**config.mk**
```make
export PLATFORM = sky130hd
export DESIGN_NAME = ppcfg_seq
export DESIGN_NICKNAME = d
export VERILOG_FILES = /design/src/rtl/ppcfg_pkg.sv /design/src/rtl/ppcfg_sync.sv /design/src/rtl/ppcfg_timer.sv /design/src/rtl/ppcfg_fsm.sv /design/src/rtl/ppcfg_seq.sv
export SDC_FILE = /design/constraint.sdc
export NUM_CORES = 1
export LEC_CHECK = 0
export CELL_PAD_IN_SITES_DETAIL_PLACEMENT = 1
export CELL_PAD_IN_SITES_GLOBAL_PLACEMENT = 1
export CORE_MARGIN = 8
export CORE_UTILIZATION = 30
export CTS_CLUSTER_DIAMETER = 30
export DETAILED_ROUTE_END_ITERATION = 6
export GPL_TIMING_DRIVEN = 0
export PLACE_DENSITY = 0.66
export SYNTH_ARGS = -nofsm -noshare
export SYNTH_HDL_FRONTEND = slang
export SYNTH_SLANG_ARGS = --single-unit
```
**constraint.sdc**
```tcl
create_clock -name clk -period 2.1 [get_ports clk]
set_input_delay 0.42 -clock clk [delete_from_list [all_inputs] [get_ports clk]]
set_output_delay 0.42 -clock clk [all_outputs]
set_load 0.02 [all_outputs]
```
**src/rtl/ppcfg_pkg.sv**
```systemverilog
package ppcfg_pkg;

    localparam int MSEL_W = 3;
    localparam int CODE_W = 4;

    typedef enum logic [4:0] {
        S_IDLE, S_CHK_MSEL, S_WAIT_PRE, S_OVR, S_CE_LOW, S_WAIT_POST,
        S_RST_LOW, S_RST_HIGH, S_CHK_CD, S_STREAM, S_WAIT_CD, S_DCLK,
        S_WAIT_UM, S_TEARDOWN, S_FINAL, S_DONE, S_FAIL
    } seq_state_e;

    typedef enum logic [CODE_W-1:0] {
        E_NONE       = 4'd0,
        E_MSEL       = 4'd1,
        E_PRE_PINS   = 4'd2,
        E_POST_PINS  = 4'd3,
        E_NSTS_LOW   = 4'd4,
        E_NSTS_HIGH  = 4'd5,
        E_CD_HIGH    = 4'd6,
        E_CD_OE      = 4'd7,
        E_NSTS_DROP  = 4'd8,
        E_CD_TMO     = 4'd9,
        E_UM_TMO     = 4'd10,
        E_FINAL      = 4'd11
    } err_code_e;

    // Synchronized view of the target status lines.
    typedef struct packed {
        logic [MSEL_W-1:0] msel;
        logic              nconfig;
        logic              nstatus;
        logic              condone;
        logic              condone_oe;
        logic              usermode;
    } pin_stat_t;

    localparam int STAT_W = $bits(pin_stat_t);

    // Levels driven toward the target and the data path.
    typedef struct packed {
        logic nconfig;
        logic nce;
        logic nen_config;
        logic nen_nconfig;
        logic nen_nstatus;
        logic nen_condone;
        logic en_ctrl;
        logic en_data;
        logic stream_go;
        logic dclk;
    } drive_t;

    localparam drive_t DRV_RELEASED = '{
        nconfig: 1'b1, nce: 1'b1, nen_config: 1'b1, nen_nconfig: 1'b1,
        nen_nstatus: 1'b1, nen_condone: 1'b1, en_ctrl: 1'b0,
        en_data: 1'b0, stream_go: 1'b0, dclk: 1'b0
    };

    function automatic drive_t drive_of(seq_state_e s);
        drive_t d;
        d = DRV_RELEASED;
        // overrides taken from OVR up to and including WAIT_UM
        if (s inside {S_OVR, S_CE_LOW, S_WAIT_POST, S_RST_LOW, S_RST_HIGH,
                      S_CHK_CD, S_STREAM, S_WAIT_CD, S_DCLK, S_WAIT_UM}) begin
            d.nen_config  = 1'b0;
            d.nen_nconfig = 1'b0;
        end
        // chip enable asserted one state after the overrides
        if (s inside {S_CE_LOW, S_WAIT_POST, S_RST_LOW, S_RST_HIGH,
                      S_CHK_CD, S_STREAM, S_WAIT_CD, S_DCLK, S_WAIT_UM}) begin
            d.nce = 1'b0;
        end
        if (s == S_RST_LOW) begin
            d.nconfig = 1'b0;
        end
        if (s inside {S_STREAM, S_WAIT_CD, S_DCLK, S_WAIT_UM}) begin
            d.en_ctrl = 1'b1;
            d.en_data = 1'b1;
        end
        d.stream_go = (s == S_STREAM);
        d.dclk      = (s == S_DCLK);
        return d;
    endfunction

    function automatic logic is_rest(seq_state_e s);
        return (s == S_IDLE) || (s == S_DONE) || (s == S_FAIL);
    endfunction

endpackage

```
**src/rtl/ppcfg_sync.sv**
```systemverilog
module ppcfg_sync #(
    parameter int WIDTH  = 8,
    parameter int STAGES = 2
) (
    input  logic             clk,
    input  logic             rst,
    input  logic [WIDTH-1:0] d_i,
    output logic [WIDTH-1:0] q_o
);
    logic [WIDTH-1:0] stage_q [STAGES];

    generate
        for (genvar g = 0; g < STAGES; g++) begin : g_stage
            if (g == 0) begin : g_first
                always_ff @(posedge clk) begin
                    if (rst) stage_q[g] <= '0;
                    else     stage_q[g] <= d_i;
                end
            end else begin : g_next
                always_ff @(posedge clk) begin
                    if (rst) stage_q[g] <= '0;
                    else     stage_q[g] <= stage_q[g-1];
                end
            end
        end
    endgenerate

    assign q_o = stage_q[STAGES-1];
endmodule

```
**src/rtl/ppcfg_timer.sv**
```systemverilog
module ppcfg_timer #(
    parameter int LIMIT = 1 << 24
) (
    input  logic clk,
    input  logic rst,
    input  logic clr_i,
    output logic expired_o
);
    localparam int CW = $clog2(LIMIT + 1);
    localparam logic [CW-1:0] LIM = CW'(LIMIT);

    logic [CW-1:0] cnt_q;

    always_ff @(posedge clk) begin
        if (rst || clr_i)     cnt_q <= '0;
        else if (cnt_q != LIM) cnt_q <= cnt_q + 1'b1;
    end

    assign expired_o = (cnt_q == LIM);
endmodule

```
**src/rtl/ppcfg_fsm.sv**
```systemverilog
module ppcfg_fsm
    import ppcfg_pkg::*;
#(
    parameter int EXTRA_CLKS = 15
) (
    input  logic                clk,
    input  logic                rst,
    input  logic                start_i,
    input  logic                stream_done_i,
    input  pin_stat_t           stat_i,
    input  logic                tmo_i,
    output logic                tmo_clr_o,
    output drive_t              drv_o,
    output logic                busy_o,
    output logic                done_o,
    output logic [CODE_W-1:0]   code_o
);
    localparam int DW = $clog2(EXTRA_CLKS + 1);
    localparam logic [DW-1:0] DLAST = DW'(EXTRA_CLKS - 1);

    seq_state_e         state_q, state_d;
    err_code_e          fail_code;
    logic               fail;
    logic [DW-1:0]      dclk_q;
    logic [CODE_W-1:0]  code_q;

    always_comb begin
        state_d   = state_q;
        fail      = 1'b0;
        fail_code = E_NONE;
        unique case (state_q)
            S_IDLE, S_DONE, S_FAIL: if (start_i) state_d = S_CHK_MSEL;
            S_CHK_MSEL: begin
                if (stat_i.msel <= MSEL_W'(1)) state_d = S_WAIT_PRE;
                else begin fail = 1'b1; fail_code = E_MSEL; end
            end
            S_WAIT_PRE: begin
                if (stat_i.nconfig && stat_i.nstatus) state_d = S_OVR;
                else if (tmo_i) begin fail = 1'b1; fail_code = E_PRE_PINS; end
            end
            S_OVR:    state_d = S_CE_LOW;
            S_CE_LOW: state_d = S_WAIT_POST;
            S_WAIT_POST: begin
                if (stat_i.nconfig && stat_i.nstatus) state_d = S_RST_LOW;
                else if (tmo_i) begin fail = 1'b1; fail_code = E_POST_PINS; end
            end
            S_RST_LOW: begin
                if (!stat_i.nstatus) state_d = S_RST_HIGH;
                else if (tmo_i) begin fail = 1'b1; fail_code = E_NSTS_LOW; end
            end
            S_RST_HIGH: begin
                if (stat_i.nstatus) state_d = S_CHK_CD;
                else if (tmo_i) begin fail = 1'b1; fail_code = E_NSTS_HIGH; end
            end
            S_CHK_CD: begin
                if (stat_i.condone) begin fail = 1'b1; fail_code = E_CD_HIGH; end
                else if (!stat_i.condone_oe) begin fail = 1'b1; fail_code = E_CD_OE; end
                else state_d = S_STREAM;
            end
            S_STREAM: if (stream_done_i) state_d = S_WAIT_CD;
            S_WAIT_CD: begin
                if (!stat_i.nstatus) begin fail = 1'b1; fail_code = E_NSTS_DROP; end
                else if (stat_i.condone) state_d = S_DCLK;
                else if (tmo_i) begin fail = 1'b1; fail_code = E_CD_TMO; end
            end
            S_DCLK: if (dclk_q == DLAST) state_d = S_WAIT_UM;
            S_WAIT_UM: begin
                if (stat_i.usermode) state_d = S_TEARDOWN;
                else if (tmo_i) begin fail = 1'b1; fail_code = E_UM_TMO; end
            end
            S_TEARDOWN: state_d = S_FINAL;
            S_FINAL: begin
                if (stat_i.usermode && stat_i.condone && stat_i.nstatus)
                    state_d = S_DONE;
                else begin fail = 1'b1; fail_code = E_FINAL; end
            end
            default: state_d = S_IDLE;
        endcase
        if (fail) state_d = S_FAIL;
    end

    always_ff @(posedge clk) begin
        if (rst) begin
            state_q <= S_IDLE;
            code_q  <= '0;
            dclk_q  <= '0;
        end else begin
            state_q <= state_d;
            if (is_rest(state_q) && start_i) code_q <= '0;
            else if (fail)                   code_q <= fail_code;
            if (state_q == S_DCLK) dclk_q <= dclk_q + 1'b1;
            else                   dclk_q <= '0;
        end
    end

    assign tmo_clr_o = (state_d != state_q);
    assign drv_o     = drive_of(state_q);
    assign busy_o    = !is_rest(state_q);
    assign done_o    = (state_q == S_DONE) || (state_q == S_FAIL);
    assign code_o    = code_q;
endmodule

```
**src/rtl/ppcfg_seq.sv**
```systemverilog
module ppcfg_seq
    import ppcfg_pkg::*;
#(
    parameter int SYNC_STAGES = 2,
    parameter int TIMEOUT_CYC = 1 << 24,
    parameter int EXTRA_CLKS  = 15
) (
    input  logic              clk,
    input  logic              rst,
    input  logic              start_i,
    input  logic              stream_done_i,
    input  logic [MSEL_W-1:0] msel_i,
    input  logic              nconfig_pin_i,
    input  logic              nstatus_pin_i,
    input  logic              condone_pin_i,
    input  logic              condone_oe_i,
    input  logic              usermode_i,
    output logic              nconfig_o,
    output logic              nce_o,
    output logic              nen_config_o,
    output logic              nen_nconfig_o,
    output logic              nen_nstatus_o,
    output logic              nen_condone_o,
    output logic              en_cfg_ctrl_o,
    output logic              en_cfg_data_o,
    output logic              stream_go_o,
    output logic              dclk_pulse_o,
    output logic              busy_o,
    output logic              done_o,
    output logic [CODE_W-1:0] err_code_o
);
    pin_stat_t raw_stat, sync_stat;
    drive_t    drv;
    logic      tmo_clr, tmo_exp;

    assign raw_stat = '{msel: msel_i, nconfig: nconfig_pin_i,
                        nstatus: nstatus_pin_i, condone: condone_pin_i,
                        condone_oe: condone_oe_i, usermode: usermode_i};

    ppcfg_sync #(.WIDTH(STAT_W), .STAGES(SYNC_STAGES)) u_sync (
        .clk (clk),
        .rst (rst),
        .d_i (raw_stat),
        .q_o (sync_stat)
    );

    ppcfg_timer #(.LIMIT(TIMEOUT_CYC)) u_timer (
        .clk       (clk),
        .rst       (rst),
        .clr_i     (tmo_clr),
        .expired_o (tmo_exp)
    );

    ppcfg_fsm #(.EXTRA_CLKS(EXTRA_CLKS)) u_fsm (
        .clk           (clk),
        .rst           (rst),
        .start_i       (start_i),
        .stream_done_i (stream_done_i),
        .stat_i        (sync_stat),
        .tmo_i         (tmo_exp),
        .tmo_clr_o     (tmo_clr),
        .drv_o         (drv),
        .busy_o        (busy_o),
        .done_o        (done_o),
        .code_o        (err_code_o)
    );

    assign nconfig_o     = drv.nconfig;
    assign nce_o         = drv.nce;
    assign nen_config_o  = drv.nen_config;
    assign nen_nconfig_o = drv.nen_nconfig;
    assign nen_nstatus_o = drv.nen_nstatus;
    assign nen_condone_o = drv.nen_condone;
    assign en_cfg_ctrl_o = drv.en_ctrl;
    assign en_cfg_data_o = drv.en_data;
    assign stream_go_o   = drv.stream_go;
    assign dclk_pulse_o  = drv.dclk;
endmodule

```
==> flow_summary.ini <==
[yosys]
synthArstFlopShare_pct = 0
synth_top_family_by_area = simple AND/OR/NAND/NOR gates
dominantRegCellSynth = dfxtp_1
syn-mean-instance-area_um2 = 8.415
yosys.cell_types.count = 60
synthXorXnorAreaFrac_pct = 8.122
yosys.area_share.simple_pct = 33.56
yosys_warnings = 0
synth_compound_area_share_pct = 14.53
netlist_instances = 346
synth_adder_area_share_pct = 1.719
synth-seq-cells = 52
synth_edf_count = 0
synth_mux_area_share_pct = 0.3438
synth.cell_area_mm2 = 0.002912
yosysSeqAreaShare_pct = 35.75

[die]
core_area_mm2 = 0.009594
io_pins = 28
dieArea_mm2 = 0.01311
rows = 36
die-height_um = 114.5
initial_utilization_pct = 30.35
die_w_um = 114.5

[setup_path]
arrival_ps = 2640
cp.depth = 8
ff2ff_path_depth = 8
slowest_stage = or4b_4
crit_buf_inv = 2
cp_max_fo = 5
cpPeakStageDelay_ps = 560
crit_chain = buf_8 -> or4b_4 -> a311oi_2 -> nor4_2 -> a311oi_2 -> o2111ai_4 -> buf_4 -> nor2_1
cp_top_family = compound AO/OA/AOI/OAI gates
cp-end-kind = register
required_ps = 2360
setup.worst_path.start_class = register
worstSetupPathType = register to register
cp_common_cell = a311oi_2

[global_routing]
gr-usage-all-layers_pct = 14.23
grt_pass1_wl_um = 14840
grt_pass1_vias = 2880
antenna_found_initial = 0
grt_start_max_net_pins = 18
gr-total-overflow = 0

[place]
dp_cells = 503
pre_cts_ws_ps = -671.2
io_buffers = 23
hpwl_um = 6104
gp_congestion = 0.8993

[timing]
clock.fmax_mhz = 420.5
slew_headroom_pct = 45.92
fin_skew_ps = 14.11
period_minus_slack_ps = 2378
hold_viol_final = 0
drv_slew = 0
setup_viol = 38
final.setup.tns_ps = -7398
fin_ws_ps = -278.4
tightest_slew_ps = 805.0
final.period_utilization_pct = 113.3
rsz0062_at_grt = true

[power_and_ir_drop]
p_leak_nw = 1.410
ir_drop_mv = 0.2978
p_per_area_mw_per_mm2 = 594.0

[cts]
cts-root-buf = clkbuf_8
cts_tree = built
cts_buffers = 5
clk_pin_slew_ps = 120
ctsHoldBuffers = 0
htree_num_levels = 2
cts.sinks = 52
clk-insertion-delay-late_ps = 330
cts_max_path_buffers = 2

[detailed_routing]
drc = 0
dr.pass1.iters = 4
wl_per_cell_um = 17.89
vias_per_cell = 5.228
vias = 2823
wirelength_um = 9659
drt_iter0_markers = 185
ant_nets = 0

[cells_and_area]
area_delta_synth_final_pct = 39.28
fin_nets = 422
diodes = 0
drive_above_1_share_pct = 31.20
fin_cells = 540

[status]
status = finished with violations
failed_checks = setup timing

[worst_hold_path]
hold_path_depth = 1
hold_class = register to register

[run]
drv_cap = 0
## timing repair
item | in CTS | in global routing
buffers inserted | 16 | 12
endpoints found under the setup margin | 44 | 44
pin swaps | 9 | 7
gates cloned | 2 | 0
gates resized for setup | 101 | 35
## cell usage after synthesis, types with 2 or more instances
master / n / share of area [%]
nand4_1: 8 / 1.7
nor3b_1: 5 / 1.3
a311oi_2: 2 / 1.0
nor3_1: 8 / 1.4
ha_1: 4 / 1.7
nand2_1: 23 / 3.0
a21oi_1: 10 / 1.7
a2111oi_0: 4 / 1.2
nor2b_1: 19 / 4.1
nor2_2: 20 / 4.3
dfxtp_1: 52 / 36
or4_1: 2 / 0.52
a221oi_1: 3 / 0.90
buf_1: 2 / 0.26
nand3_1: 9 / 1.5
clkbuf_1: 8 / 1.0
o211ai_1: 2 / 0.52
or3_1: 6 / 1.3
xnor2_1: 12 / 3.6
buf_2: 4 / 0.69
nor2_1: 34 / 4.4
inv_1: 10 / 1.3
nand2b_1: 12 / 2.6
o22ai_1: 3 / 0.64
a211oi_1: 7 / 1.8
nor4_1: 8 / 1.7
and4_1: 2 / 0.60
o21ai_0: 5 / 0.86
nand3b_1: 2 / 0.52
or3b_2: 2 / 0.60
a31oi_1: 3 / 0.64
a311oi_1: 2 / 0.60
nor4b_1: 3 / 0.90
xor2_1: 15 / 4.5
and3_1: 4 / 0.86
buf_4: 4 / 1.0
buf_6: 4 / 1.5
## power by group
part | total (mW) | internal [mW] | switching [mW]
registers | 1.04 | 1.01 | 0.0284
clock network | 0.744 | 0.360 | 0.384
logic | 0.622 | 0.307 | 0.315
total | 2.41 | 1.68 | 0.727
## metrics by stage
step	instance area, µm²	hold slack, ps	utilization, %	total power [mW]
after floorplan	2930	413.8	-	1.342
after global placement	3327	420.5	34.68	1.466
after detailed placement	3327	427.4	34.68	1.473
after CTS	3834	448.6	39.96	2.359
after global routing	4055	469.9	42.27	2.504
final	4055	433.1	42.27	2.409
## kinds of logic after synthesis
| group | after synthesis |
|---|---|
| AO/OA/AOI/OAI | 55 |
| multiplexers | 1 |
| XOR/XNOR | 27 |
| flip-flops | 52 |
| adder cells (fa/ha/maj) | 4 |
| AND/OR/NAND/NOR | 174 |
| buffers and inverters | 32 |
| other | 1 |
## flip-flops by register name (all words and copies together), names as in the netlist
register	flops
u_sync.stage_q	14
u_timer.cnt_q	25
u_fsm.state_q	5
u_fsm.code_o	4
u_fsm.dclk_q	4
## path summary, 6_finish.rpt
check                       startpoint  slack, ps              endpoint
hold / removal    u_sync.stage_q[0][6]        430  u_sync.stage_q[1][6]
hold reg to reg   u_sync.stage_q[0][6]        430  u_sync.stage_q[1][6]
setup / recovery      u_fsm.state_q[2]       -280     u_timer.cnt_q[12]
setup reg to reg      u_fsm.state_q[2]       -280     u_timer.cnt_q[12]
## cell usage in the layout (no fill, tap or decap), drive strengths merged, types with 9 or more instances in the layout
master	instances
buf	54
nor2	54
dfxtp	52
nand2	23
nor2b	19
xor2	15
clkdlybuf4s50	13
xnor2	12
nand2b	12
inv	10
a21oi	10
nand3	9
clkbuf	9
## area by class of cell
| type | count | area (µm²) |
|---|---|---|
| buffer | 21 | 254.0 |
| clock buffer | 5 | 68.82 |
| clock inverter | 3 | 46.29 |
| fill | 1116 | 5539 |
| inverter | 10 | 41.29 |
| multi-input combinational | 263 | 1907 |
| sequential | 52 | 1052 |
| tap | 133 | 166.4 |
| timing repair buffer | 53 | 519.2 |
## layer usage
metal | vias to the layer above | GRT usage (%) | wire (µm)
met4 | 0 | 5.413 | 259
met5 | - | 0 | 0
met1 | 1377 | 18.14 | 4361
met2 | 78 | 22.81 | 4579
li1 | 1348 | - | -
met3 | 20 | 3.112 | 458
(Power assumes the default switching activity.)
